**config.mk**
```make
export PLATFORM = sky130hd
export DESIGN_NAME = sertx_core
export DESIGN_NICKNAME = d
export VERILOG_FILES = /design/src/rtl/sertx_pkg.sv /design/src/rtl/sertx_hold.sv /design/src/rtl/sertx_parity.sv /design/src/rtl/sertx_framer.sv /design/src/rtl/sertx_shifter.sv /design/src/rtl/sertx_core.sv
export SDC_FILE = /design/constraint.sdc
export NUM_CORES = 1
export LEC_CHECK = 0
export CAP_MARGIN = 20
export CORE_ASPECT_RATIO = 1.5
export CORE_MARGIN = 5
export CORE_UTILIZATION = 25
export DETAILED_ROUTE_END_ITERATION = 16
export GPL_TIMING_DRIVEN = 0
export PLACE_DENSITY = 0.45
export SLEW_MARGIN = 20
export SYNTH_ARGS = -nofsm -noshare
export SYNTH_HDL_FRONTEND = slang
export SYNTH_SLANG_ARGS = --single-unit
```
**constraint.sdc**
```tcl
create_clock -name clk -period 4.9 [get_ports clk]
set_input_delay 0.98 -clock clk [delete_from_list [all_inputs] [get_ports clk]]
set_output_delay 0.98 -clock clk [all_outputs]
set_load 0.02 [all_outputs]
```
**src/rtl/sertx_pkg.sv**
```systemverilog
package sertx_pkg;
  localparam int MIN_WORD = 5;
  localparam int LCR_W    = 8;

  typedef struct packed {
    logic [1:0] wlen;
    logic       stop2;
    logic       par_en;
    logic       par_even;
    logic       par_stick;
    logic       brk;
  } line_cfg_t;

  function automatic line_cfg_t decode_cfg(input logic [LCR_W-1:0] v);
    line_cfg_t c;
    c.wlen      = v[1:0];
    c.stop2     = v[2];
    c.par_en    = v[3];
    c.par_even  = v[4];
    c.par_stick = v[5];
    c.brk       = v[6];
    return c;
  endfunction

  function automatic int word_bits(input logic [1:0] wlen);
    return MIN_WORD + int'(wlen);
  endfunction
endpackage

```
**src/rtl/sertx_hold.sv**
```systemverilog
module sertx_hold #(
  parameter int DATA_W = 8
) (
  input  logic              clk,
  input  logic              rst,
  input  logic              wr_en,
  input  logic [DATA_W-1:0] wr_data,
  input  logic              take,
  output logic [DATA_W-1:0] hold_data,
  output logic              empty
);
  logic [DATA_W-1:0] data_q;
  logic              empty_q;

  always_ff @(posedge clk) begin
    if (rst) begin
      data_q  <= '0;
      empty_q <= 1'b1;
    end else if (wr_en) begin
      data_q  <= wr_data;
      empty_q <= 1'b0;
    end else if (take) begin
      empty_q <= 1'b1;
    end
  end

  assign hold_data = data_q;
  assign empty     = empty_q;

  a_r9_write_fills: assert property (@(posedge clk) disable iff (rst)
    wr_en |=> !empty);
  a_r9_take_clears: assert property (@(posedge clk) disable iff (rst)
    take && !wr_en |=> empty);
endmodule

```
**src/rtl/sertx_parity.sv**
```systemverilog
module sertx_parity #(
  parameter int DATA_W = 8
) (
  input  logic [DATA_W-1:0] data,
  input  logic [1:0]        wlen,
  input  logic              par_even,
  input  logic              par_stick,
  output logic              par_bit
);
  import sertx_pkg::*;

  logic ones;

  always_comb begin
    int nb;
    nb   = word_bits(wlen);
    ones = 1'b0;
    for (int i = 0; i < DATA_W; i++) begin
      if (i < nb) ones = ones ^ data[i];
    end
    if (par_stick) par_bit = ~par_even;
    else           par_bit = par_even ? ones : ~ones;
  end
endmodule

```
**src/rtl/sertx_framer.sv**
```systemverilog
module sertx_framer #(
  parameter int DATA_W  = 8,
  parameter int FRAME_W = DATA_W + 4,
  parameter int CNT_W   = $clog2(FRAME_W + 1)
) (
  input  logic [DATA_W-1:0]  data,
  input  logic [1:0]         wlen,
  input  logic               par_en,
  input  logic               par_bit,
  input  logic               stop2,
  output logic [FRAME_W-1:0] frame,
  output logic [CNT_W-1:0]   len
);
  import sertx_pkg::*;

  logic [FRAME_W-1:0] dext;
  assign dext = FRAME_W'(data);

  always_comb begin
    int nb;
    int total;
    nb = word_bits(wlen);
    for (int j = 0; j < FRAME_W; j++) begin
      if (j == 0)                   frame[j] = 1'b0;
      else if (j <= nb)             frame[j] = dext[j-1];
      else if (par_en && j == nb+1) frame[j] = par_bit;
      else                          frame[j] = 1'b1;
    end
    total = 1 + nb + (par_en ? 1 : 0) + 1 + (stop2 ? 1 : 0);
    len   = CNT_W'(total);
  end
endmodule

```
**src/rtl/sertx_shifter.sv**
```systemverilog
module sertx_shifter #(
  parameter int FRAME_W    = 12,
  parameter int CNT_W      = 4,
  parameter int OVERSAMPLE = 16
) (
  input  logic               clk,
  input  logic               rst,
  input  logic               baud_tick,
  input  logic               load,
  input  logic [FRAME_W-1:0] frame_in,
  input  logic [CNT_W-1:0]   len_in,
  output logic               busy,
  output logic               line_bit
);
  localparam int TW = (OVERSAMPLE > 1) ? $clog2(OVERSAMPLE) : 1;
  localparam logic [TW-1:0] LAST_TICK = TW'(OVERSAMPLE - 1);

  logic [FRAME_W-1:0] frame_q;
  logic [CNT_W-1:0]   left_q;
  logic [TW-1:0]      tcnt_q;
  logic               busy_q;

  always_ff @(posedge clk) begin
    if (rst) begin
      busy_q  <= 1'b0;
      frame_q <= '1;
      left_q  <= '0;
      tcnt_q  <= '0;
    end else if (load) begin
      busy_q  <= 1'b1;
      frame_q <= frame_in;
      left_q  <= len_in;
      tcnt_q  <= '0;
    end else if (busy_q && baud_tick) begin
      if (tcnt_q == LAST_TICK) begin
        tcnt_q  <= '0;
        frame_q <= {1'b1, frame_q[FRAME_W-1:1]};
        left_q  <= left_q - 1'b1;
        if (left_q == CNT_W'(1)) busy_q <= 1'b0;
      end else begin
        tcnt_q <= tcnt_q + 1'b1;
      end
    end
  end

  assign busy     = busy_q;
  assign line_bit = frame_q[0];

  a_r2_start_first: assert property (@(posedge clk) disable iff (rst)
    $rose(busy) |-> !line_bit);
  a_r2_steady_between_ticks: assert property (@(posedge clk) disable iff (rst)
    busy && !baud_tick |=> $stable(frame_q) && $stable(left_q));
  a_r4_count_live: assert property (@(posedge clk) disable iff (rst)
    busy |-> left_q != '0);
  a_r2_frame_ends: assert property (@(posedge clk) disable iff (rst)
    busy && baud_tick && tcnt_q == LAST_TICK && left_q == CNT_W'(1) |=> !busy);
endmodule

```
**src/rtl/sertx_core.sv**
```systemverilog
module sertx_core #(
  parameter int DATA_W     = 8,
  parameter int OVERSAMPLE = 16
) (
  input  logic              clk,
  input  logic              rst,
  input  logic              wr_en,
  input  logic [DATA_W-1:0] wr_data,
  input  logic              baud_tick,
  input  logic [7:0]        lcr,
  output logic              txd,
  output logic              thr_empty,
  output logic              tx_empty
);
  import sertx_pkg::*;

  localparam int FRAME_W = DATA_W + 4;
  localparam int CNT_W   = $clog2(FRAME_W + 1);

  line_cfg_t          cfg;
  logic               unused_dlab;
  logic [DATA_W-1:0]  hold_data;
  logic               hold_empty;
  logic               take;
  logic               par_bit;
  logic [FRAME_W-1:0] frame;
  logic [CNT_W-1:0]   len;
  logic               busy;
  logic               line_bit;
  logic               txd_q;

  assign cfg         = decode_cfg(lcr);
  assign unused_dlab = lcr[7];
  assign take        = !hold_empty && !busy;

  sertx_hold #(.DATA_W(DATA_W)) u_hold (
    .clk(clk), .rst(rst), .wr_en(wr_en), .wr_data(wr_data), .take(take),
    .hold_data(hold_data), .empty(hold_empty)
  );

  sertx_parity #(.DATA_W(DATA_W)) u_parity (
    .data(hold_data), .wlen(cfg.wlen), .par_even(cfg.par_even),
    .par_stick(cfg.par_stick), .par_bit(par_bit)
  );

  sertx_framer #(.DATA_W(DATA_W), .FRAME_W(FRAME_W), .CNT_W(CNT_W)) u_framer (
    .data(hold_data), .wlen(cfg.wlen), .par_en(cfg.par_en), .par_bit(par_bit),
    .stop2(cfg.stop2), .frame(frame), .len(len)
  );

  sertx_shifter #(.FRAME_W(FRAME_W), .CNT_W(CNT_W), .OVERSAMPLE(OVERSAMPLE)) u_shift (
    .clk(clk), .rst(rst), .baud_tick(baud_tick), .load(take),
    .frame_in(frame), .len_in(len), .busy(busy), .line_bit(line_bit)
  );

  always_ff @(posedge clk) begin
    if (rst)          txd_q <= 1'b1;
    else if (cfg.brk) txd_q <= 1'b0;
    else if (busy)    txd_q <= line_bit;
    else              txd_q <= 1'b1;
  end

  assign txd       = txd_q;
  assign thr_empty = hold_empty;
  assign tx_empty  = hold_empty && !busy;

  a_r8_break_low: assert property (@(posedge clk) disable iff (rst)
    lcr[6] |=> !txd);
  a_r1_idle_mark: assert property (@(posedge clk) disable iff (rst)
    !lcr[6] && tx_empty |=> txd);
endmodule

```
==> flow_metrics.env, run 1 <==
export IMPL_async_reset_ff_share_pct=0
export IMPL_dp_hpwl_mm=3.55
export IMPL_cts_setup_buffers=0
export IMPL_crit_fanout=6
export IMPL_wl_mm=4.65
export IMPL_maxCapViolCount=0
export IMPL_finalSetupTns_ns=0
export IMPL_finalWorstPathRequiredPeriod_ns=3.49
export IMPL_met3_usage_pct=2.02
export IMPL_synth_top_area_share_pct=33.1
export IMPL_setup_violations=0
export IMPL_wl_per_cell_microns=13.2
export IMPL_synth_adder_area_share_pct=11.8
export IMPL_yosys_area_share_simple_pct=22.5
export IMPL_grt_pass1_wl_mm=7.88
export IMPL_dieArea_sq_mm=0.00936
export IMPL_cts_tree="yes"
export IMPL_clockBufferDepth=2
export IMPL_ys_seq_area_share_pct=33.1
export IMPL_grt_max_degree=12
export IMPL_power_density_mw_per_mm2=269
export IMPL_cts_hold_buf=0
export IMPL_switching_share_pct=30.3
export IMPL_cts_max_level=2
export IMPL_via_count=1599
export IMPL_fmax_ghz=0.287
export IMPL_use_met2_pct=20.6
export IMPL_synthCells=226
export IMPL_diodes=0
export IMPL_path_class="in2reg"
export IMPL_rows=38
export IMPL_path_cells="clkdlybuf4s50_1 -> inv_1 -> ha_1 -> inv_1 -> ha_1 -> nor2b_1 -> xnor2_1 -> xnor3_1 -> or3_4 -> a21oi_4 -> a41oi_2"
export IMPL_power_frac_clock_pct=33.6
export IMPL_synthMuxAreaShare_pct=4.81
export IMPL_worstPathArrival_ns=3.65
export IMPL_layout_drive_gt1_share_pct=7.91
export IMPL_ant_nets=0
export IMPL_grt_total_usage_pct=11.2
export IMPL_final_cell_area_sq_mm=0.00228
export IMPL_p_leak_nw=0.918
export IMPL_holdWs_ns=0.495
export IMPL_antenna_found_initial=0
export IMPL_chipHeight_microns=116
export IMPL_synth_seq_cells=31
export IMPL_ys_dominant_reg_cell="dfxtp_1"
export IMPL_switching_power_w=0.000185
export IMPL_synth_compound_area_share_pct=16.0
export IMPL_vias_per_cell=4.53
export IMPL_yosysWarnings=0
export IMPL_synth_xor_area_share_pct=6.81
export IMPL_drt_initial_drc_count=65
export IMPL_syn_area_sq_mm=0.00187
export IMPL_hp_class="reg2reg"
export IMPL_critPathRequiredTime_ns=5.06
export IMPL_setup_ws_ns=1.41
export IMPL_io_buffers=19
export IMPL_synthMostInstantiatedCell="dfxtp_1"
export IMPL_start_kind="input port"
export IMPL_grt_setup_unrepaired="no"
export IMPL_worstSkewPairLatency_ns=0.29
export IMPL_syn_nets=263
export IMPL_busiest_layer="met2"
export IMPL_coreArea_sq_mm=0.00727
export IMPL_max_stage_delay_ns=0.52
export IMPL_crit_path_end_kind="flop"
export IMPL_cts_num_sinks=31
export IMPL_dp_cells=345
export IMPL_avgSynthCellArea_sq_um=8.29
export IMPL_ys_types=36
export IMPL_clkTransAtPathRegs_ns=0.08
export IMPL_synth_edff_count=0
export IMPL_place_area_sq_mm=0.00219
export IMPL_pre_cts_slack_ns=1.05
export IMPL_peakVddDrop_uv=95.1
export IMPL_status="finished, final reports clean"
export IMPL_intPower_w=0.000427
export IMPL_io_pin_count=23
export IMPL_yosysTopAreaCell="dfxtp_1"
export IMPL_gp_congestion=0.721
export IMPL_grt_pass1_vias=1627
export IMPL_ys_top_cells_by_area="dfxtp_1, ha_1, nor2_1"
export IMPL_finalCritPeriodShare_pct=71.2
export IMPL_cp_slowest_cell="clkdlybuf4s50_1"
export IMPL_post_cts_resized=0
export IMPL_p_comb_share_pct=20.8
export IMPL_synthTopCellsByCount="dfxtp_1, nor2_1, nand2_1, ha_1, inv_1"
export IMPL_final_cells=353
export IMPL_clockRootBuffer="clkbuf_8"
export IMPL_crit_buf_inv=3
export IMPL_relSlewSlack_pct=51.1
export IMPL_syn2layout_area_growth_pct=21.6
export IMPL_drc=0
export IMPL_cts_buffers=5
export IMPL_use_met1_pct=12.3
export IMPL_crit_family="buffers and inverters"
export IMPL_finClkSkew_ns=0.0121
export IMPL_fp_dieW_microns=80.7
export IMPL_drt_pass1_iterations=4
export IMPL_worst_slew_pin_slew_ns=0.731
export IMPL_start_util_pct=25.7
export IMPL_overflow=0
export IMPL_synth_top_family_by_area="simple AND/OR/NAND/NOR gates"
export IMPL_fin_nets=289
export IMPL_hold_viol_final=0
export IMPL_seqPwrFrac_pct=45.6
export IMPL_finalMaxSlewViolations=0
-- worst reg2reg max path, stage by stage, from the launching register on --
cell	delay, ns
dfxtp_1	0.37
ha_1	0.18
and3_1	0.19
and3_1	0.16
clkbuf_1	0.34
buf_2	0.35
nand2_1	0.09
a31oi_1	0.17
nor2_1	0.08
a41oi_2	0.17
-- path summary, 6_finish.rpt --
kind	slack [ns]	startpoint	cells past startpoint	endpoint
min reg2reg	0.50	u_shift.frame_q[0]	2	txd
max reg2reg	2.74	u_shift.tcnt_q[0]	9	u_shift.frame_q[5]
max	1.41	lcr[0]	11	u_shift.frame_q[5]
min	0.50	u_shift.frame_q[0]	2	txd
-- through the flow --
step	power, W	utilization, %
4_1_cts	0.000622	31.3
3_5_place_dp	0.000415	30.1
5_1_grt	0.000650	31.3
2_1_floorplan	0.000370	-
3_3_place_gp	0.000415	30.1
6_report	0.000612	31.3
-- power groups by stage --
stage	Clock (W)	Combinational [W]	Sequential, W
floorplan	0	0.0000874	0.000283
global placement	0	0.000129	0.000285
detailed placement	0	0.000130	0.000285
CTS	0.000212	0.000131	0.000279
global route	0.000223	0.000145	0.000281
finish	0.000205	0.000128	0.000279
-- sequential cells by signal (all words and copies together), names as in the netlist --
register / count
u_shift.left_q: 4
u_hold.hold_data: 8
u_shift.frame_q: 12
u_hold.empty: 1
u_shift.busy: 1
txd: 1
u_shift.tcnt_q: 4
-- metal layers --
metal / wire length [microns] / share of wire, %
met5: 0 / 0
met3: 136 / 2.9
met2: 2460 / 53
met1: 1960 / 42
met4: 97 / 2.1
-- placed cells by master (no fill, tap or decap), drive strengths merged, types with 6 or more instances in the layout --
cell type / instances
dfxtp: 31
nor2: 27
nand2: 26
clkdlybuf4s50: 19
ha: 16
clkbuf: 15
inv: 12
a31oi: 11
o21ai: 10
mux2i: 9
a211oi: 7
nor2b: 7
a21oi: 7
xnor2: 6
nor3: 6
xor2: 6
-- final cells by class --
cell class,instances,area [sq um]
Inverter,12,45.0
Multi-Input combinational cell,171,1160
Fill cell,796,5000
Buffer,12,47.5
Timing Repair Buffer,19,190
Clock buffer,5,68.8
Sequential cell,31,621
Clock inverter,3,20.0
Tap cell,100,125
-- cells by family after synthesis --
group | after synthesis
simple gates | 88
compound gates | 44
flops | 31
buf+inv | 24
fa+ha+maj | 17
xor+xnor | 13
mux | 9
No activity file was read; power rests on OpenSTA's default activity.
==> inputs of run 2 (changes only) <==
--- a/config.mk
+++ b/config.mk
@@ -11,7 +11,7 @@
 export CORE_UTILIZATION = 25
 export DETAILED_ROUTE_END_ITERATION = 16
 export GPL_TIMING_DRIVEN = 0
-export PLACE_DENSITY = 0.45
+export PLACE_DENSITY = 0.47
 export SLEW_MARGIN = 20
 export SYNTH_ARGS = -nofsm -noshare
 export SYNTH_HDL_FRONTEND = slang
==> constraint.sdc (replaced) <==
create_clock -name clk -period 3.16 [get_ports clk]
set_input_delay 0.632 -clock clk [delete_from_list [all_inputs] [get_ports clk]]
set_output_delay 0.632 -clock clk [all_outputs]
set_load 0.02 [all_outputs]
==> run 2 against run 1 <==
  * Sequential share of layout area shrank 0.16 points
  * Sequential power increased by 55%
  * Non-clock buffer count stayed put
  * Flip-flop and latch count stayed put
  * Via count shrank 1.0%
  * Critical path depth shrank 1
  * First-iteration DRC count fell by 1.5%
  * Die area stayed put
  * Global-route usage fell by 0.14 points
  * Clock power increased by 71%
  * Register-to-register slack lost 1.7 ns
  * Total power is 61% higher
  * Critical path type unchanged
  * Critical endpoint is now u_shift.frame_q[6]
==> flow_metrics.env, run 2 (same netlist as run 1, synthesis figures left out) <==
export IMPL_top_register="u_shift.frame_q"
export IMPL_reg2reg_slack_ns=1.06
export IMPL_grt_pass1_wl_mm=7.78
export IMPL_finClkSkew_ns=0.00307
export IMPL_switching_share_pct=28.0
export IMPL_drt_initial_drc_count=64
export IMPL_crit_start="lcr[1]"
export IMPL_cts_buffers=5
export IMPL_final_cells=353
export IMPL_holdCritStartpoint="u_shift.frame_q[0]"
export IMPL_fin_nets=289
export IMPL_intPower_w=0.000707
export IMPL_gp_congestion=0.783
export IMPL_drt_pass1_iterations=4
export IMPL_power_frac_clock_pct=35.8
export IMPL_whs_endpoint="txd"
export IMPL_peakVddDrop_uv=141
export IMPL_rows=38
export IMPL_diodes=0
export IMPL_fp_dieW_microns=80.7
export IMPL_pre_cts_slack_ns=-0.318
export IMPL_relSlewSlack_pct=51.6
export IMPL_worstPathArrival_ns=3.19
export IMPL_critPathRequiredTime_ns=3.32
export IMPL_grt_total_usage_pct=11.0
export IMPL_r2r_worst_path_cells=9
export IMPL_vias_per_cell=4.48
export IMPL_dp_hpwl_mm=3.58
export IMPL_cts_num_sinks=31
export IMPL_io_buffers=19
export IMPL_grt_pass1_vias=1609
export IMPL_final_cell_mix="dfxtp_1, nor2_1, nand2_1"
export IMPL_cts_hold_buf=0
export IMPL_grt_setup_unrepaired="no"
export IMPL_wl_per_cell_microns=13.1
export IMPL_post_cts_resized=1
export IMPL_p_leak_nw=0.937
export IMPL_crit_path_end_kind="flop"
export IMPL_setup_violations=0
export IMPL_wl_mm=4.63
export IMPL_cts_setup_buffers=0
export IMPL_hold_viol_final=0
export IMPL_ant_nets=0
export IMPL_overflow=0
export IMPL_hp_class="reg2reg"
export IMPL_path_class="in2reg"
export IMPL_setup_ws_ns=0.137
export IMPL_p_comb_share_pct=20.2
export IMPL_chipHeight_microns=116
export IMPL_cts_max_level=2
export IMPL_maxCapViolCount=0
export IMPL_drc=0
export IMPL_r2r_end="u_shift.frame_q[5]"
export IMPL_clkTransAtPathRegs_ns=0.07
export IMPL_clockBufferDepth=2
export IMPL_finalCritPeriodShare_pct=95.7
export IMPL_syn2layout_area_growth_pct=22.3
export IMPL_coreArea_sq_mm=0.00727
export IMPL_finalSetupTns_ns=0
export IMPL_grt_max_degree=11
export IMPL_worst_slew_pin_slew_ns=0.724
export IMPL_antenna_found_initial=0
export IMPL_crit_fanout=6
export IMPL_finalMaxSlewViolations=0
export IMPL_start_util_pct=25.7
export IMPL_cts_tree="yes"
export IMPL_largest_register_ffs=12
export IMPL_hold_depth=2
export IMPL_switching_power_w=0.000276
export IMPL_finalWorstPathRequiredPeriod_ns=3.02
export IMPL_holdWs_ns=0.503
export IMPL_worstSkewPairLatency_ns=0.29
export IMPL_layout_drive_gt1_share_pct=7.91
export IMPL_start_kind="input port"
export IMPL_r2r_start="u_shift.tcnt_q[0]"
export IMPL_dp_cells=345
export IMPL_seqPwrFrac_pct=44.1
export IMPL_power_density_mw_per_mm2=429
export IMPL_io_pin_count=23
export IMPL_clockRootBuffer="clkbuf_8"
export IMPL_power_w=0.000983
export IMPL_via_count=1583
export IMPL_dieArea_sq_mm=0.00936
export IMPL_final_common_cell="dfxtp_1"
export IMPL_nFillCells=800
export IMPL_fmax_ghz=0.331
export IMPL_status="finished, final reports clean"
[run 2: changes by cell type in the layout (fill, tap and decap cells not counted)]
cell,change
clkbuf_8,+2
clkinvlp_4,-2
clkbuf_1,+1
clkdlybuf4s50_1,-1
clkinv_2,-1
dlymetal6s2s_1,+1
inv_1,-1
inv_2,+1
[run 2: final cells by class]
class	instances	area, sq um	share of cell area, %
plain buffers	12	47.5	2.08
clock buffers	8	100	4.37
inverters	12	45.0	1.97
multi-input cells	171	1160	50.6
flip-flops and latches	31	621	27.1
well taps	100	125	5.46
repair buffers	19	193	8.41
[run 2: power groups by stage]
stage          combinational, W  clock [W]  sequential (W)
5_1_grt                0.000222   0.000382        0.000436
3_3_place_gp           0.000200          0        0.000442
4_1_cts                0.000203   0.000365        0.000433
2_1_floorplan          0.000135          0        0.000438
3_5_place_dp           0.000202          0        0.000442
6_report               0.000198   0.000351        0.000433
[run 2: metal layers]
metal	routed length (microns)	vias up	global-route usage, %
met5	0	-	0
li1	-	827	-
met3	131	8	2.49
met2	2530	21	20.8
met1	1860	727	11.2
met4	104	0	5.41
[run 2: worst max-delay path, cell delays in order]
cell and delay [ns]:
clkdlybuf4s50_1 0.55, ha_1 0.23, inv_1 0.09, ha_1 0.20, nor2b_1 0.13, xnor2_1 0.13, xnor3_1 0.46, or3_4 0.36
a21oi_4 0.26, a311oi_1 0.14
[run 2: worst max-delay path by stage]
| stage | to | slack, ns | depth (start not counted) |
|---|---|---|---|
| after floorplan | u_shift.frame_q[5] | 0.56 | 10 |
| after global placement | u_shift.frame_q[5] | -0.32 | 11 |
| after detailed placement | u_shift.frame_q[5] | -0.32 | 11 |
| after CTS | u_shift.frame_q[5] | 0.03 | 10 |
| after global routing | u_shift.frame_q[6] | 0.02 | 10 |
| final | u_shift.frame_q[6] | 0.14 | 10 |
[run 2: metrics by stage]
stage                     utilization [%]  instance area, sq um
after CTS                            31.5                  2290
after detailed placement             30.1                  2190
after floorplan                         -                  1870
after global routing                 31.5                  2290
after global placement               30.1                  2190
final                                31.5                  2290
==> inputs of run 3 (changes only) <==
--- a/config.mk
+++ b/config.mk
@@ -5,6 +5,7 @@
 export SDC_FILE = /design/constraint.sdc
 export NUM_CORES = 1
 export LEC_CHECK = 0
+export ABC_CLOCK_PERIOD_IN_PS = 3160
 export CAP_MARGIN = 20
 export CORE_ASPECT_RATIO = 1.5
 export CORE_MARGIN = 5
==> results of run 3 <==
Final layout, timing and power as in run 2 (identical DEF).
